<file path="config.mk">
export PLATFORM = sky130hd
export DESIGN_NAME = refresh_sched
export DESIGN_NICKNAME = d
export VERILOG_FILES = /design/src/rtl/refresh_pkg.sv /design/src/rtl/refresh_timer.sv /design/src/rtl/refresh_row_ctr.sv /design/src/rtl/refresh_seq.sv /design/src/rtl/refresh_sched.sv
export SDC_FILE = /design/constraint.sdc
export NUM_CORES = 1
export LEC_CHECK = 0
export BUFFER_PORTS_ARGS = -buffer_cell sky130_fd_sc_hd__buf_4
export CAP_MARGIN = 20
export CORE_ASPECT_RATIO = 1.2
export CORE_UTILIZATION = 55
export CTS_CLUSTER_DIAMETER = 200
export CTS_CLUSTER_SIZE = 25
export DETAILED_ROUTE_END_ITERATION = 8
export PLACE_DENSITY = 0.78
export SLEW_MARGIN = 20
export SYNTH_ARGS = -nofsm -noshare
export SYNTH_HDL_FRONTEND = slang
export SYNTH_HIERARCHICAL = 1
export SYNTH_SLANG_ARGS = --single-unit
</file>
<file path="constraint.sdc">
create_clock -name clk -period 3.6 [get_ports clk]
set_input_delay 0.72 -clock clk [delete_from_list [all_inputs] [get_ports clk]]
set_output_delay 0.72 -clock clk [all_outputs]
set_load 0.03 [all_outputs]
</file>
<file path="src/rtl/refresh_pkg.sv">
package refresh_pkg;

    typedef enum logic [1:0] {
        ST_IDLE   = 2'd0,
        ST_SETUP  = 2'd1,
        ST_ACTIVE = 2'd2,
        ST_PRECHG = 2'd3
    } ref_state_t;

    typedef enum logic {
        KIND_ROWADDR = 1'b0,
        KIND_COLFIRST = 1'b1
    } ref_kind_t;

    typedef struct packed {
        logic ras_n;
        logic cas_n;
        logic we_n;
        logic addr_oe;
    } strobe_t;

    localparam strobe_t STROBE_QUIET = '{ras_n: 1'b1, cas_n: 1'b1, we_n: 1'b1, addr_oe: 1'b0};

    function automatic strobe_t strobes_for(ref_state_t st, ref_kind_t kind);
        strobe_t s;
        s = STROBE_QUIET;
        case (st)
            ST_SETUP: begin
                s.cas_n   = (kind == KIND_COLFIRST) ? 1'b0 : 1'b1;
                s.addr_oe = (kind == KIND_ROWADDR);
            end
            ST_ACTIVE: begin
                s.ras_n   = 1'b0;
                s.cas_n   = (kind == KIND_COLFIRST) ? 1'b0 : 1'b1;
                s.addr_oe = (kind == KIND_ROWADDR);
            end
            default: s = STROBE_QUIET;
        endcase
        return s;
    endfunction

endpackage

</file>
<file path="src/rtl/refresh_timer.sv">
module refresh_timer #(
    parameter int ROWS     = 4096,
    parameter int INTERVAL = 3900
) (
    input  logic clk,
    input  logic rst,
    input  logic burst_mode,
    input  logic take,
    output logic pending_nz
);
    localparam int IV_W   = (INTERVAL > 1) ? $clog2(INTERVAL) : 1;
    localparam int TK_W   = (ROWS > 1) ? $clog2(ROWS) : 1;
    localparam int PEND_W = TK_W + 2;
    localparam logic [PEND_W:0] PEND_MAX = (PEND_W+1)'((1 << PEND_W) - 1);

    logic [IV_W-1:0]   iv_cnt;
    logic [TK_W-1:0]   tk_cnt;
    logic [PEND_W-1:0] pending;
    logic              tick;
    logic              wrap;
    logic [PEND_W:0]   add;
    logic [PEND_W:0]   sum;

    assign tick = (iv_cnt == IV_W'(INTERVAL - 1));
    assign wrap = tick && (tk_cnt == TK_W'(ROWS - 1));

    always_comb begin
        if (burst_mode) add = wrap ? (PEND_W+1)'(ROWS) : '0;
        else            add = tick ? (PEND_W+1)'(1) : '0;
        sum = {1'b0, pending} + add - (PEND_W+1)'(take);
    end

    always_ff @(posedge clk) begin
        if (rst) begin
            iv_cnt  <= '0;
            tk_cnt  <= '0;
            pending <= '0;
        end else begin
            iv_cnt <= tick ? '0 : iv_cnt + 1'b1;
            if (tick) tk_cnt <= wrap ? '0 : tk_cnt + 1'b1;
            pending <= (sum > PEND_MAX) ? PEND_MAX[PEND_W-1:0] : sum[PEND_W-1:0];
        end
    end

    assign pending_nz = (pending != '0);

    p_take_owed_r3: assert property (@(posedge clk) disable iff (rst)
        take |-> pending_nz);

endmodule

</file>
<file path="src/rtl/refresh_row_ctr.sv">
module refresh_row_ctr #(
    parameter int ROWS = 4096,
    localparam int ROW_W = (ROWS > 1) ? $clog2(ROWS) : 1
) (
    input  logic             clk,
    input  logic             rst,
    input  logic             adv,
    output logic [ROW_W-1:0] row
);
    generate
        if (ROWS == (1 << ROW_W)) begin : g_pow2
            always_ff @(posedge clk) begin
                if (rst)      row <= '0;
                else if (adv) row <= row + 1'b1;
            end
        end else begin : g_cmp
            always_ff @(posedge clk) begin
                if (rst)      row <= '0;
                else if (adv) row <= (row == ROW_W'(ROWS - 1)) ? '0 : row + 1'b1;
            end
        end
    endgenerate

    p_row_in_range_r7: assert property (@(posedge clk) disable iff (rst)
        adv |=> (32'(row) < ROWS));

endmodule

</file>
<file path="src/rtl/refresh_seq.sv">
module refresh_seq
    import refresh_pkg::*;
#(
    parameter int ROW_W = 12,
    parameter int T_RAS = 12,
    parameter int T_RP  = 8
) (
    input  logic             clk,
    input  logic             rst,
    input  logic             cbr_mode,
    input  logic             pending_nz,
    input  logic             ref_gnt,
    input  logic [ROW_W-1:0] row,
    output logic             ref_req,
    output logic             ref_busy,
    output logic             take,
    output logic             adv,
    output logic             ras_n,
    output logic             cas_n,
    output logic             we_n,
    output logic             addr_oe,
    output logic [ROW_W-1:0] addr
);
    localparam int DLY_MAX = (T_RAS > T_RP) ? T_RAS : T_RP;
    localparam int DLY_W   = $clog2(DLY_MAX) + 1;

    ref_state_t       state;
    ref_kind_t        kind;
    logic [DLY_W-1:0] dly;
    strobe_t          strb;

    assign take = (state == ST_IDLE) && pending_nz && ref_gnt;
    assign adv  = (state == ST_PRECHG) && (dly == '0) && (kind == KIND_ROWADDR);

    always_ff @(posedge clk) begin
        if (rst) begin
            state <= ST_IDLE;
            kind  <= KIND_ROWADDR;
            dly   <= '0;
        end else begin
            case (state)
                ST_IDLE: if (take) begin
                    state <= ST_SETUP;
                    kind  <= cbr_mode ? KIND_COLFIRST : KIND_ROWADDR;
                end
                ST_SETUP: begin
                    state <= ST_ACTIVE;
                    dly   <= DLY_W'(T_RAS - 1);
                end
                ST_ACTIVE: if (dly == '0) begin
                    state <= ST_PRECHG;
                    dly   <= DLY_W'(T_RP - 1);
                end else begin
                    dly <= dly - 1'b1;
                end
                ST_PRECHG: if (dly == '0) state <= ST_IDLE;
                           else           dly   <= dly - 1'b1;
                default: state <= ST_IDLE;
            endcase
        end
    end

    always_comb strb = strobes_for(state, kind);

    assign ras_n    = strb.ras_n;
    assign cas_n    = strb.cas_n;
    assign we_n     = strb.we_n;
    assign addr_oe  = strb.addr_oe;
    assign addr     = strb.addr_oe ? row : '0;
    assign ref_busy = (state != ST_IDLE);
    assign ref_req  = (state == ST_IDLE) && pending_nz;

    p_req_held_r3: assert property (@(posedge clk) disable iff (rst)
        (ref_req && !ref_gnt) |=> ref_req);

    p_rowaddr_cas_high_r4: assert property (@(posedge clk) disable iff (rst)
        (!ras_n && addr_oe) |-> cas_n);

    p_cas_first_r5: assert property (@(posedge clk) disable iff (rst)
        ($fell(ras_n) && !addr_oe) |-> ($past(!cas_n) && !cas_n));

    p_we_high_r6: assert property (@(posedge clk) disable iff (rst)
        ref_busy |-> we_n);

    p_no_req_busy_r9: assert property (@(posedge clk) disable iff (rst)
        ref_busy |-> !ref_req);

    p_ras_only_busy_r9: assert property (@(posedge clk) disable iff (rst)
        !ras_n |-> ref_busy);

endmodule

</file>
<file path="src/rtl/refresh_sched.sv">
module refresh_sched #(
    parameter int ROWS     = 4096,
    parameter int INTERVAL = 3900,
    parameter int T_RAS    = 12,
    parameter int T_RP     = 8,
    localparam int ROW_W   = (ROWS > 1) ? $clog2(ROWS) : 1
) (
    input  logic             clk,
    input  logic             rst,
    input  logic             cbr_mode,
    input  logic             burst_mode,
    input  logic             ref_gnt,
    output logic             ref_req,
    output logic             ref_busy,
    output logic             ras_n,
    output logic             cas_n,
    output logic             we_n,
    output logic             addr_oe,
    output logic [ROW_W-1:0] addr
);
    logic             pending_nz;
    logic             take;
    logic             adv;
    logic [ROW_W-1:0] row;

    refresh_timer #(.ROWS(ROWS), .INTERVAL(INTERVAL)) u_timer (
        .clk        (clk),
        .rst        (rst),
        .burst_mode (burst_mode),
        .take       (take),
        .pending_nz (pending_nz)
    );

    refresh_row_ctr #(.ROWS(ROWS)) u_row (
        .clk (clk),
        .rst (rst),
        .adv (adv),
        .row (row)
    );

    refresh_seq #(.ROW_W(ROW_W), .T_RAS(T_RAS), .T_RP(T_RP)) u_seq (
        .clk        (clk),
        .rst        (rst),
        .cbr_mode   (cbr_mode),
        .pending_nz (pending_nz),
        .ref_gnt    (ref_gnt),
        .row        (row),
        .ref_req    (ref_req),
        .ref_busy   (ref_busy),
        .take       (take),
        .adv        (adv),
        .ras_n      (ras_n),
        .cas_n      (cas_n),
        .we_n       (we_n),
        .addr_oe    (addr_oe),
        .addr       (addr)
    );

    p_start_granted_r3: assert property (@(posedge clk) disable iff (rst)
        $rose(ref_busy) |-> $past(ref_gnt && ref_req));

endmodule

</file>
* Word level (Yosys, flattened, before mapping)
Index checks and enable logic that the tools add are counted.
Storage, ports and cells: flip-flop bits (word level) 58, bits in latches 0, bits in writable memories 0, memory bits (read-only) 0, bits of input ports 5, output and inout port bits 18, logic and storage cells 57, memories kept 0
Operators by class: add/sub/neg operators 6, multipliers 0, div/mod/pow operators 0, order comparisons 1, equality and inequality tests 9, shift operators 0, muxes and demuxes 18, bitwise gates (word level) 1, reduce and logical (&&, ||, !) cells 15
Operator list (count):
- 12-bit by 1-bit adder with 12-bit output, second input constant | 3
- 12-bit == test, second input constant | 2
- 12-bit 2-to-1 mux | 2
- 14-bit by 15-bit adder with 15-bit output | 1
- 15-bit by 14-bit greater-than comparator with 1-bit output, second input constant | 1
- 15-bit 2-to-1 mux | 1
- 5-bit case mux with 3 select lines | 1
- 15-bit by 1-bit subtractor with 15-bit output | 1
- 14-bit 2-to-1 mux | 1
- 14-bit nonzero test | 1
- 13-bit 2-to-1 mux | 1
- 5-bit 2-to-1 mux | 2
- 2-bit case mux with 4 select lines | 1
- 1-bit 2-to-1 mux | 6
- 2-bit 2-to-1 mux | 3
- 2-bit inequality test, second input constant | 3
- 1-bit logical AND | 5
- 5-bit zero test | 1
- 5-bit by 1-bit subtractor with 5-bit output, second input constant | 1
- 2-bit == test, second input constant | 2
- 2-bit AND reduction | 2
- 2-bit OR reduction | 2
- 3-bit AND reduction | 1
- 3-bit nonzero test | 1
- 5 further kinds | 5

* Depth between registers and ports, before layout
Gate-level depths: netlist (run 1).
word-level depth 8, mapped depth 18, gate-level depth less buffers 17

* Cells and area by module
The synthesis (run 1) kept the hierarchy.
By module, submodules not included:
- refresh_timer | instances 1, cells each 267, area each 2369.8 µm², sequential area each 760.7 µm²
- refresh_seq | instances 1, cells each 75, area each 600.6 µm², sequential area each 160.2 µm²
- refresh_row_ctr | instances 1, cells each 58, area each 530.5 µm², sequential area each 240.2 µm²

* Worst setup path before layout (run 1)
No wires, ideal clock.
path type register -> register, start point register u_timer.iv_cnt[7], end point register u_timer.pending[10], setup time 132 ps, arrival time 3415 ps, data required time 3468 ps, setup slack 53 ps, stages on the path, launching flop included 16, buffers on the path 1, period minus slack after synthesis 3547 ps, cell sequence dfxtp_1 > or4b_1 > nor3_2 > nand2b_1 > ha_1 > inv_1 > ha_1 > inv_1 > fa_1 > nor2b_1 > o211ai_1 > a2111oi_2 > a2111oi_4 > xnor2_2 > buf_6 > a21oi_2
Between the ends: word-level cells in the longest chain between the ends 8, elaborated cells on any way between the ends 9, those cells by class add/sub: 2; order compare: 1; eq/ne: 1; mux: 4; reduce/logical: 1
Ends and longest elaborated chain:
- from (decl) | line refresh_timer.sv:16 | logic [IV_W-1:0] iv_cnt;
- from (signal assigned) | line refresh_timer.sv:39 | iv_cnt <= tick ? '0 : iv_cnt + 1'b1;
- 12-bit == test * | line refresh_timer.sv:24 | assign tick = (iv_cnt == IV_W'(INTERVAL - 1));
- 1-bit logical AND | line refresh_timer.sv:25 | assign wrap = tick && (tk_cnt == TK_W'(ROWS - 1));
- 13-bit 2-to-1 mux | line refresh_timer.sv:28 | if (burst_mode) add = wrap ? (PEND_W+1)'(ROWS) : '0;
- 15-bit 2-to-1 mux * | line refresh_timer.sv:28
- 14-bit by 15-bit adder with 15-bit output * | line refresh_timer.sv:30 | sum = {1'b0, pending} + add - (PEND_W+1)'(take);
- 15-bit by 1-bit subtractor with 15-bit output * | line refresh_timer.sv:30
- 15-bit by 14-bit greater-than comparator with 1-bit output | line refresh_timer.sv:41 | pending <= (sum > PEND_MAX) ? PEND_MAX[PEND_W-1:0] : sum[PEND_W-1:0];
- 14-bit 2-to-1 mux * | line refresh_timer.sv:41
- to (signal assigned) | line refresh_timer.sv:41
- to (decl) | line refresh_timer.sv:18 | logic [PEND_W-1:0] pending;
Mark *: on every way between the ends. The rest lies on a longest branch, timed or not. A chain may end at the register's enable or synchronous reset.

* Final worst setup path (run 1)
start point register u_timer.pending[7], end point register u_timer.pending[8]
Between the ends: word-level cells in the longest chain between the ends 6, elaborated cells on any way between the ends 7, those cells by class add/sub: 2; order compare: 1; mux: 1; reduce/logical: 3
Ends and longest elaborated chain:
- 14-bit nonzero test * | line refresh_timer.sv:45 | assign pending_nz = (pending != '0);
- net pending_nz | line refresh_sched.sv:21 | logic pending_nz;
- 1-bit logical AND * (2 in a row) | line refresh_seq.sv:32 | assign take = (state == ST_IDLE) && pending_nz && ref_gnt;
- net take | line refresh_sched.sv:22 | logic take;
- 15-bit by 1-bit subtractor with 15-bit output * | line refresh_timer.sv:30
- 15-bit by 14-bit greater-than comparator with 1-bit output | line refresh_timer.sv:41
- 14-bit 2-to-1 mux * | line refresh_timer.sv:41
The timed path passes the listed nets; every way through them passes the cells marked *.

==> results.yml, run 1 <==
floorplanning:
  core_um2: 6090
  die_height_um: 89.4
  die_area_um2: 6690
  die_w_um: 74.8
  rows: 31
  num_io_pins: 23
  initial_core_util_pct: 57.5
synth:
  synth_edf_count: 0
  syn-num-nets: 435
  netlist.top_cell.by_area: "dfxtp_1"
  synth.area.mux_share_pct: 1.82
  synth_ff_type: "dfxtp_1"
  yosysWarnings: 6
  ys_top_cells_by_count: "58 x dfxtp_1, 52 x nor2_1, 36 x inv_1"
  synth-compound-area-share_pct: 15.1
  yosysMostFrequentCell: "dfxtp_1"
  synth_area_um2: 3500
  synth_area_per_cell_um2: 8.75
  syn_inst: 400
  synth_top_area_share_pct: 33.2
  synth_xor_area_share_pct: 8.72
  yosys.area_share.simple_pct: 24.6
  synth-seq-cells: 58
  synth_area_leaders: "dfxtp_1 33%, ha_1 10%, nor2_1 5.6%, xnor2_1 4.5%, inv_1 3.9%"
  synth.distinct_cells: 62
  ys_async_sr_fraction_pct: 0
  yosys.area_share.adder_pct: 10.9
  ys_seq_area_share_pct: 33.2
  synth_top_family_by_area: "simple AND/OR/NAND/NOR gates"
finish:
  layout-drive-gt1-share_pct: 26.7
  n_antenna_cell: 0
  final_core_utilization_pct: 68.8
  stdcell_area_um2: 4190
  area_growth_pct: 19.7
  nets: 482
global_route:
  grt_pass1_wl_mm: 12.0
  grt-ovfl-total: 0
  grt_util_all_layers_pct: 23.5
  grt_max_degree: 44
  grt_pass1_vias: 2748
  antenna_found_initial: 0
detailed_routing:
  vias: 2982
  routed_wl_mm: 7.72
  drtAntennaViolNets: 0
  avgRoutedWirePerCell_um: 14.5
  via_per_inst: 5.61
  first_pass_iters: 5
  drt_iter0_drc: 153
  drc: 0
power:
  peakVddDrop_mv: 0.517
  p_sw_share_pct: 44.1
  switching_power_mw: 1.77
  p_per_area_nw_per_um2: 957
  combPwrFrac_pct: 63.4
  pwr-share-seq_pct: 21.8
  p_int_mw: 2.24
  clkPwrFrac_pct: 14.8
  power_leakage_nw: 1.77
setup_path:
  cp_max_fo: 6
  crit_required_ns: 3.80
  path_class: "reg -> reg"
  cp.arrival_ns: 3.89
  worst_setup_path_end_kind: "flip-flop"
  start_kind: "flip-flop"
clocking:
  h-tree-depth: 3
  clockRootBuffer: "clkbuf_8"
  clockBufferDepth: 2
  clk_pin_slew_ns: 0.07
  cts_buffers: 9
  cts_sinks: 58
  cts_tree: "done"
  clock_latency_ns: 0.34
placed_design:
  place_area_um2: 3780
  gp_congestion: 0.844
  port_buffers: 21
  hpwl_mm: 5.08
timing:
  fin_crit_sh_pct: 102
  fmax_ghz: 0.271
  relSlewSlack_pct: 58.8
  finalSetupTns_ns: -0.815
  final_max_slew_viol_count: 0
  finalClockSkew_ns: 0.00821
  setup_viol: 14
  min_period_ns: 3.69
  rsz0062_at_grt: "true"
  tightest_slew_ns: 0.617
  setup_slack_ns: -0.0868
  hold_viol: 0
status:
  failed_checks: "negative setup slack"
  status: "finished with violations"
run:
  cap_violations: 0
hold_path:
  min_path_type: "reg -> reg"
cell type report:
type,instances,area (um2)
clock buffers,11,151
clock inverters,3,40.0
fillers,477,1900
inverters,36,138
multi-input cells,297,2250
flip-flops and latches,58,1170
well taps,82,103
repair buffers,45,338
path summary, 6_finish.rpt:
path	slack, ns	depth (start not counted)	endpoint	startpoint
hold / removal	0.47	1	u_timer/iv_cnt[0]	u_timer/iv_cnt[0]
setup / recovery	-0.09	18	u_timer/pending[8]	u_timer/pending[7]
hold reg to reg	0.47	1	u_timer/iv_cnt[0]	u_timer/iv_cnt[0]
setup reg to reg	-0.09	18	u_timer/pending[8]	u_timer/pending[7]
state kept, by name (all words and copies together) (netlist names):
name,cells
u_timer/iv_cnt,12
u_seq/kind,1
u_row/row,12
u_seq/state,2
u_timer/tk_cnt,12
u_seq/dly,5
u_timer/pending,14
per-layer routing:
| layer | share of wire [%] | GRT usage [%] | routed length, um | up-vias |
|---|---|---|---|---|
| li1 | - | - | - | 1475 |
| met1 | 42 | 27.6 | 3230 | 1420 |
| met2 | 53 | 41.4 | 4060 | 65 |
| met3 | 3.0 | 4.06 | 232 | 22 |
| met4 | 2.6 | 11.0 | 202 | 0 |
| met5 | 0 | 0 | 0 | - |
critical path, stage by stage, from the launching register on:
cell	delay [ns]
dfxtp_2	0.33
inv_2	0.05
ha_2	0.15
and4b_1	0.22
and3_4	0.18
nand4_1	0.14
and3_4	0.24
ha_4	0.21
inv_2	0.06
ha_4	0.14
inv_4	0.03
fa_2	0.36
nor2b_2	0.16
o211ai_1	0.21
a2111oi_4	0.48
a2111oi_4	0.08
xnor2_2	0.21
buf_4	0.21
a31oi_1	0.08
placed cells by master, fill, tap and decap left out, drive strengths merged, types with 2 or more instances in the layout:
cell     netlist  routed
a2111oi        4       4
a211oi         5       5
a21o           3       3
a21oi         31      31
a311oi         2       2
a31oi          2       2
and2          14      14
and3          10      10
buf            3      45
clkbuf         5      11
clkinv         0       2
dfxtp         58      58
ha            29      29
inv           36      36
mux2           3       3
mux2i          3       3
nand2         20      20
nand2b         5       5
nand3         11      11
nand3b         2       2
nand4         10      10
nor2          53      53
nor2b          6       6
nor3           6       6
nor4           3       3
o21ai          8       8
o21bai         2       2
o31ai          3       3
or2            2       2
or3            5       5
or4            4       4
or4b           3       3
xnor2         19      19
xor2          15      15
what timing repair did:
item / in CTS / in global routing
hold buffers: 0 / 0
endpoints found under the setup margin: 14 / 14
resized for setup: 3 / 32
setup buffers: 9 / 5
hold endpoints to repair: 0 / 0
pin swaps: 4 / 15
per-stage QoR:
step / cells / hold slack, ns / total power, mW / setup WS, ns
floorplan: 400 / 0.430 / 2.55 / 0.0531
global route: 532 / 0.493 / 4.27 / -0.173
global placement: 504 / 0.442 / 2.94 / 0.0789
finish: 532 / 0.470 / 4.01 / -0.0868
CTS: 527 / 0.481 / 3.75 / 0.0326
detailed placement: 504 / 0.467 / 3.01 / -0.0332
power groups by stage:
stage                     Clock (mW)  Combinational [mW]  Sequential [mW]
after CTS                      0.605                2.29            0.856
after floorplan                    0                1.71            0.847
after global placement             0                2.07            0.864
after detailed placement           0                2.14            0.871
after global routing           0.638                2.75            0.886
final                          0.593                2.54            0.874
cells by family (layout without fill, tap and decap cells):
family,Yosys count,count (layout)
AOI/OAI and AO/OA,67,67
xor gates and xnor gates,34,34
adders and majority gates,30,30
buffers and inverters,45,95
DFF,58,58
muxes,6,6
other,1,1
and+or+nand+nor,159,159
Note: power is estimated with default switching activity, not from simulation.
==> run 2, diff against run 1 <==
Settings changed: CELL_PAD_IN_SITES_DETAIL_PLACEMENT set to 1, CELL_PAD_IN_SITES_GLOBAL_PLACEMENT set to 1, CORE_UTILIZATION 55 to 42, HOLD_SLACK_MARGIN set to 0.05.
==> run 2 against run 1 <==
Against the previous run: the run still ends with negative setup slack left; clock power is 6.1% higher; clock skew about the same; power up 2.2%; sequential cell count stayed put; design area grew 1.4%; critical path type unchanged.
==> results.yml, run 2 (synthesis results as in run 1) <==
global_route:
  antenna_found_initial: 0
  grt_max_degree: 44
  grt_pass1_vias: 3111
  grt_pass1_wl_mm: 14.7
  grt-ovfl-total: 0
  grt_util_all_layers_pct: 21.9
floorplanning:
  die_w_um: 85.3
  rows: 36
  die_area_um2: 8710
  core_um2: 8110
  initial_core_util_pct: 43.2
  die_height_um: 102
  num_io_pins: 23
finish:
  final_core_utilization_pct: 52.4
  layout_commonest_cell: "dfxtp_1"
  area_growth_pct: 21.4
  layout_common_cells: "54 x dfxtp_1, 52 x nor2_1, 48 x buf_4"
  largest_reg_flops: 14
  layout-drive-gt1-share_pct: 26.1
  n_antenna_cell: 0
  largest-register: "u_timer/pending"
  nets: 487
  stdcell_area_um2: 4250
  final_cells: 551
placed_design:
  port_buffers: 21
  hpwl_mm: 6.27
  place_area_um2: 3870
  dp.cells: 528
  gp_congestion: 0.729
  place_ws_ns: -0.297
setup_path:
  start_kind: "flip-flop"
  cp_slowest_stage_delay_ns: 0.44
  cp_max_fo: 7
  critPathTopFamily: "simple AND/OR/NAND/NOR gates"
  crit_required_ns: 3.81
  path_cells: "inv_2 > ha_4 > and4b_1 > and3_1 > nand4_1 > and3_4 > ha_4 > inv_2 > ha_4 > inv_2 > fa_2 > nor2b_2 > o211ai_1 > a2111oi_4 > a2111oi_4 > xnor2_2 > buf_6 > a21oi_2"
  path_class: "reg -> reg"
  path_buf_inv: 4
  cp.arrival_ns: 3.84
  crit_slowest_cell: "a2111oi_4"
  worst_setup_path_end_kind: "flip-flop"
timing:
  relSlewSlack_pct: 54.0
  finalSetupTns_ns: -0.227
  tightest_slew_ns: 0.689
  fin_crit_sh_pct: 101
  min_period_ns: 3.63
  final_max_slew_viol_count: 0
  hold_viol: 0
  hold_ws_ns: 0.499
  fmax_ghz: 0.275
  setup_viol: 11
  finalClockSkew_ns: 0.00850
  setup_slack_ns: -0.0309
  rsz0062_at_grt: "true"
clocking:
  cts_buffers: 9
  clockBufferDepth: 2
  clk_pin_slew_ns: 0.07
  clockRootBuffer: "clkbuf_8"
  cts_tree: "done"
  h-tree-depth: 3
  cts_sinks: 58
  clock_latency_ns: 0.34
power:
  combPwrFrac_pct: 63.3
  peakVddDrop_mv: 0.295
  power_leakage_nw: 1.78
  switching_power_mw: 1.83
  p_per_area_nw_per_um2: 964
  clkPwrFrac_pct: 15.3
  pwr-share-seq_pct: 21.4
  p_total_mw: 4.10
  p_int_mw: 2.27
  p_sw_share_pct: 44.7
detailed_routing:
  routed_wl_mm: 9.12
  drc: 0
  vias: 2983
  drtAntennaViolNets: 0
  first_pass_iters: 5
  avgRoutedWirePerCell_um: 16.6
  via_per_inst: 5.41
  drt_iter0_drc: 59
run:
  cap_violations: 0
status:
  failed_checks: "negative setup slack"
  status: "finished with violations"
hold_path:
  min_path_type: "reg -> reg"
run 2: cell types whose count changed in the layout (fill, tap and decap cells not counted), sizes merged:
cell and delta:
clkbuf +2, clkinv -1, buf +5
run 2: routing by layer:
layer  vias up  wire, um  global-route usage, %
li1       1478         -                      -
met1      1476      3790                   23.2
met2        20      5050                   43.2
met3         9       176                   4.77
met4         0       103                   7.05
met5         -         0                      0
run 2: cell type report:
type	count	area [um2]
fill	968	3860
multi-input combinational	297	2240
sequential	58	1170
timing repair buffer	50	383
clock buffer	13	169
inverter	36	135
tap	95	119
clock inverter	2	35.0
run 2: final timing paths:
kind	startpoint	end	slack, ns	cells after the start
hold / removal	u_timer/tk_cnt[11]	u_timer/tk_cnt[11]	0.50	2
hold reg to reg	u_timer/tk_cnt[11]	u_timer/tk_cnt[11]	0.50	2
setup reg to reg	u_timer/pending[4]	u_timer/pending[2]	-0.03	18
setup / recovery	u_timer/pending[4]	u_timer/pending[2]	-0.03	18
run 2: repair_timing:
action / CTS / global route
gates cloned: 0 / 0
resized for setup: 28 / 1
hold buffers: 0 / 0
pin swaps: 13 / 8
setup endpoints to repair: 14 / 14
buffers inserted: 6 / 2
run 2: worst min-delay path: cells and delay by family (launching register included):
family | cells | cell delay [ns]
flops | 1 | 0.32
compound gates | 2 | 0.13
run 2: power by group through the flow:
stage / logic (mW) / clock network, mW / registers (mW)
floorplan: 1.71 / 0 / 0.847
global placement: 2.18 / 0 / 0.860
detailed placement: 2.28 / 0 / 0.872
CTS: 2.51 / 0.641 / 0.872
global route: 2.79 / 0.670 / 0.891
finish: 2.59 / 0.629 / 0.876
==> run 3, diff against run 2 <==
==> constraint.sdc (replaced) <==
create_clock -name clk -period 3.6 [get_ports clk]
set_input_delay 0 -clock clk [delete_from_list [all_inputs] [get_ports clk]]
set_output_delay 0 -clock clk [all_outputs]
set_load 0.03 [all_outputs]
==> run 3 against run 2 <==
Against the previous run: the flow still finishes with violations (negative setup slack); via count rose by 0.30%; sequential power barely moved; clock-buffer cell count did not move; cell count rose by 0.18%; sequential cell count did not move; wire length rose by 0.89%; clock skew barely moved; register-to-register slack got worse by 0.04 ns; maximum frequency fell by 1.1%; largest cell class unchanged; highest routed layer unchanged.
==> results.yml, run 3 (synthesis results as in run 1) <==
detailed_routing:
  avgRoutedWirePerCell_um: 16.7
  vias: 2992
  first_pass_iters: 4
  drtAntennaViolNets: 0
  via_per_inst: 5.42
  drt_iter0_drc: 59
  routed_wl_mm: 9.20
  drc: 0
timing:
  min_period_ns: 3.67
  finalSetupTns_ns: -0.755
  hold_ws_ns: 0.113
  finalClockSkew_ns: 0.00843
  fin_crit_sh_pct: 102
  rsz0062_at_grt: "true"
  setup_slack_ns: -0.0729
  final_max_slew_viol_count: 0
  hold_viol: 0
  relSlewSlack_pct: 53.2
  tightest_slew_ns: 0.701
  setup_viol: 14
  fmax_ghz: 0.272
power:
  pwr-share-seq_pct: 21.4
  power_leakage_nw: 1.78
  peakVddDrop_mv: 0.296
  switching_power_mw: 1.84
  p_int_mw: 2.27
  p_total_mw: 4.11
  p_per_area_nw_per_um2: 964
  p_sw_share_pct: 44.7
  combPwrFrac_pct: 63.3
  clkPwrFrac_pct: 15.3
floorplanning:
  core_um2: 8110
  num_io_pins: 23
  die_height_um: 102
  die_area_um2: 8710
  rows: 36
  initial_core_util_pct: 43.2
  die_w_um: 85.3
hold_path:
  worstHoldPathCells: 2
  holdPathEnd: "u_row/row[4]"
  min_path_type: "in -> reg"
  min-delay-start: "rst"
placed_design:
  hpwl_mm: 6.27
  gp_congestion: 0.729
  port_buffers: 21
  place_ws_ns: -0.297
status:
  status: "finished with violations"
  failed_checks: "negative setup slack"
global_route:
  antenna_found_initial: 0
  grt_max_degree: 44
  grt-ovfl-total: 0
  grt_pass1_vias: 3115
  grt_pass1_wl_mm: 14.8
  grt_util_all_layers_pct: 22.0
clocking:
  clk_pin_slew_ns: 0.07
  cts_sinks: 58
  cts_buffers: 9
  cts_tree: "done"
  clock_latency_ns: 0.34
  clockBufferDepth: 2
  h-tree-depth: 3
  clockRootBuffer: "clkbuf_8"
setup_path:
  regToRegEndpoint: "u_timer/pending[2]"
  cp_max_fo: 7
  crit_required_ns: 3.81
  worst_setup_path_end_kind: "flip-flop"
  path_class: "reg -> reg"
  start_kind: "flip-flop"
  cp.arrival_ns: 3.88
  timing.rr.start: "u_timer/pending[4]"
  reg2regPathDepth: 18
  ff2ff_setup_slack_ns: -0.07
  crit_start: "u_timer/pending[4]"
finish:
  layout-drive-gt1-share_pct: 26.0
  largest-register: "u_timer/pending"
  layout_common_cells: "54 x dfxtp_1, 52 x nor2_1, 48 x buf_4"
  largest_reg_flops: 14
  n_antenna_cell: 0
  nets: 488
  area_growth_pct: 21.7
  layout_commonest_cell: "dfxtp_1"
  fillerInstances: 968
run:
  cap_violations: 0
## run 3: cell types whose count changed in the layout (fill, tap and decap cells not counted)
cell,previous run,this run
dlygate4sd3_1,0,1
## run 3: final cells by class
| cell class | count | area, um2 | area share, % |
|---|---|---|---|
| Multi-Input combinational cell | 297 | 2240 | 52.6 |
| Sequential cell | 58 | 1170 | 27.4 |
| Timing Repair Buffer | 51 | 393 | 9.22 |
| Clock buffer | 13 | 169 | 3.97 |
| Inverter | 36 | 135 | 3.17 |
| Tap cell | 95 | 119 | 2.79 |
| Clock inverter | 2 | 35.0 | 0.823 |
## run 3: worst max path at each step
stage | to | slack (ns) | cells after the start
2_1_floorplan | u_timer/pending[10] | 0.05 | 15
3_3_place_gp | u_timer/pending[0] | -0.02 | 18
3_5_place_dp | u_timer/pending[1] | -0.30 | 18
4_1_cts | u_timer/pending[4] | 0.009 | 18
5_1_grt | u_timer/pending[8] | -0.14 | 18
6_report | u_timer/pending[2] | -0.07 | 18
## run 3: repair_timing
item | 4_1_cts | 5_1_grt
gates resized for setup | 28 | 1
pin swaps | 13 | 8
hold endpoints to repair | 1 | 0
hold buffers | 1 | 0
buffers inserted | 6 | 2
setup endpoints to repair | 14 | 14
## run 3: critical path: stages, from the launching register on
cell,delay (ns)
dfxtp_2,0.33
inv_2,0.09
ha_4,0.13
and4b_1,0.23
and3_1,0.17
nand4_1,0.17
and3_4,0.26
ha_4,0.21
inv_2,0.06
ha_4,0.13
inv_2,0.04
fa_2,0.35
nor2b_2,0.14
o211ai_1,0.16
a2111oi_4,0.44
a2111oi_4,0.07
xnor2_2,0.28
buf_6,0.20
a21oi_2,0.07
## run 3: power groups by stage
stage | Combinational (mW) | Sequential, mW | Clock [mW]
2_1_floorplan | 1.71 | 0.847 | 0
3_3_place_gp | 2.18 | 0.860 | 0
3_5_place_dp | 2.28 | 0.872 | 0
4_1_cts | 2.51 | 0.872 | 0.641
5_1_grt | 2.79 | 0.891 | 0.670
6_report | 2.60 | 0.878 | 0.630
## run 3: stage by stage
stage	cell area, um2	instances	util [%]
3_5_place_dp	3870	528	47.8
5_1_grt	4260	552	52.5
6_report	4260	552	52.5
3_3_place_gp	3870	528	47.8
2_1_floorplan	3500	400	-
4_1_cts	4240	550	52.3
## run 3: layer usage
layer	vias to the layer above	share of wire, %	GRT usage [%]
met4	0	1.4	7.31
met3	12	2.0	4.85
met5	-	0	0
met2	30	55	42.9
li1	1481	-	-
met1	1469	42	23.4
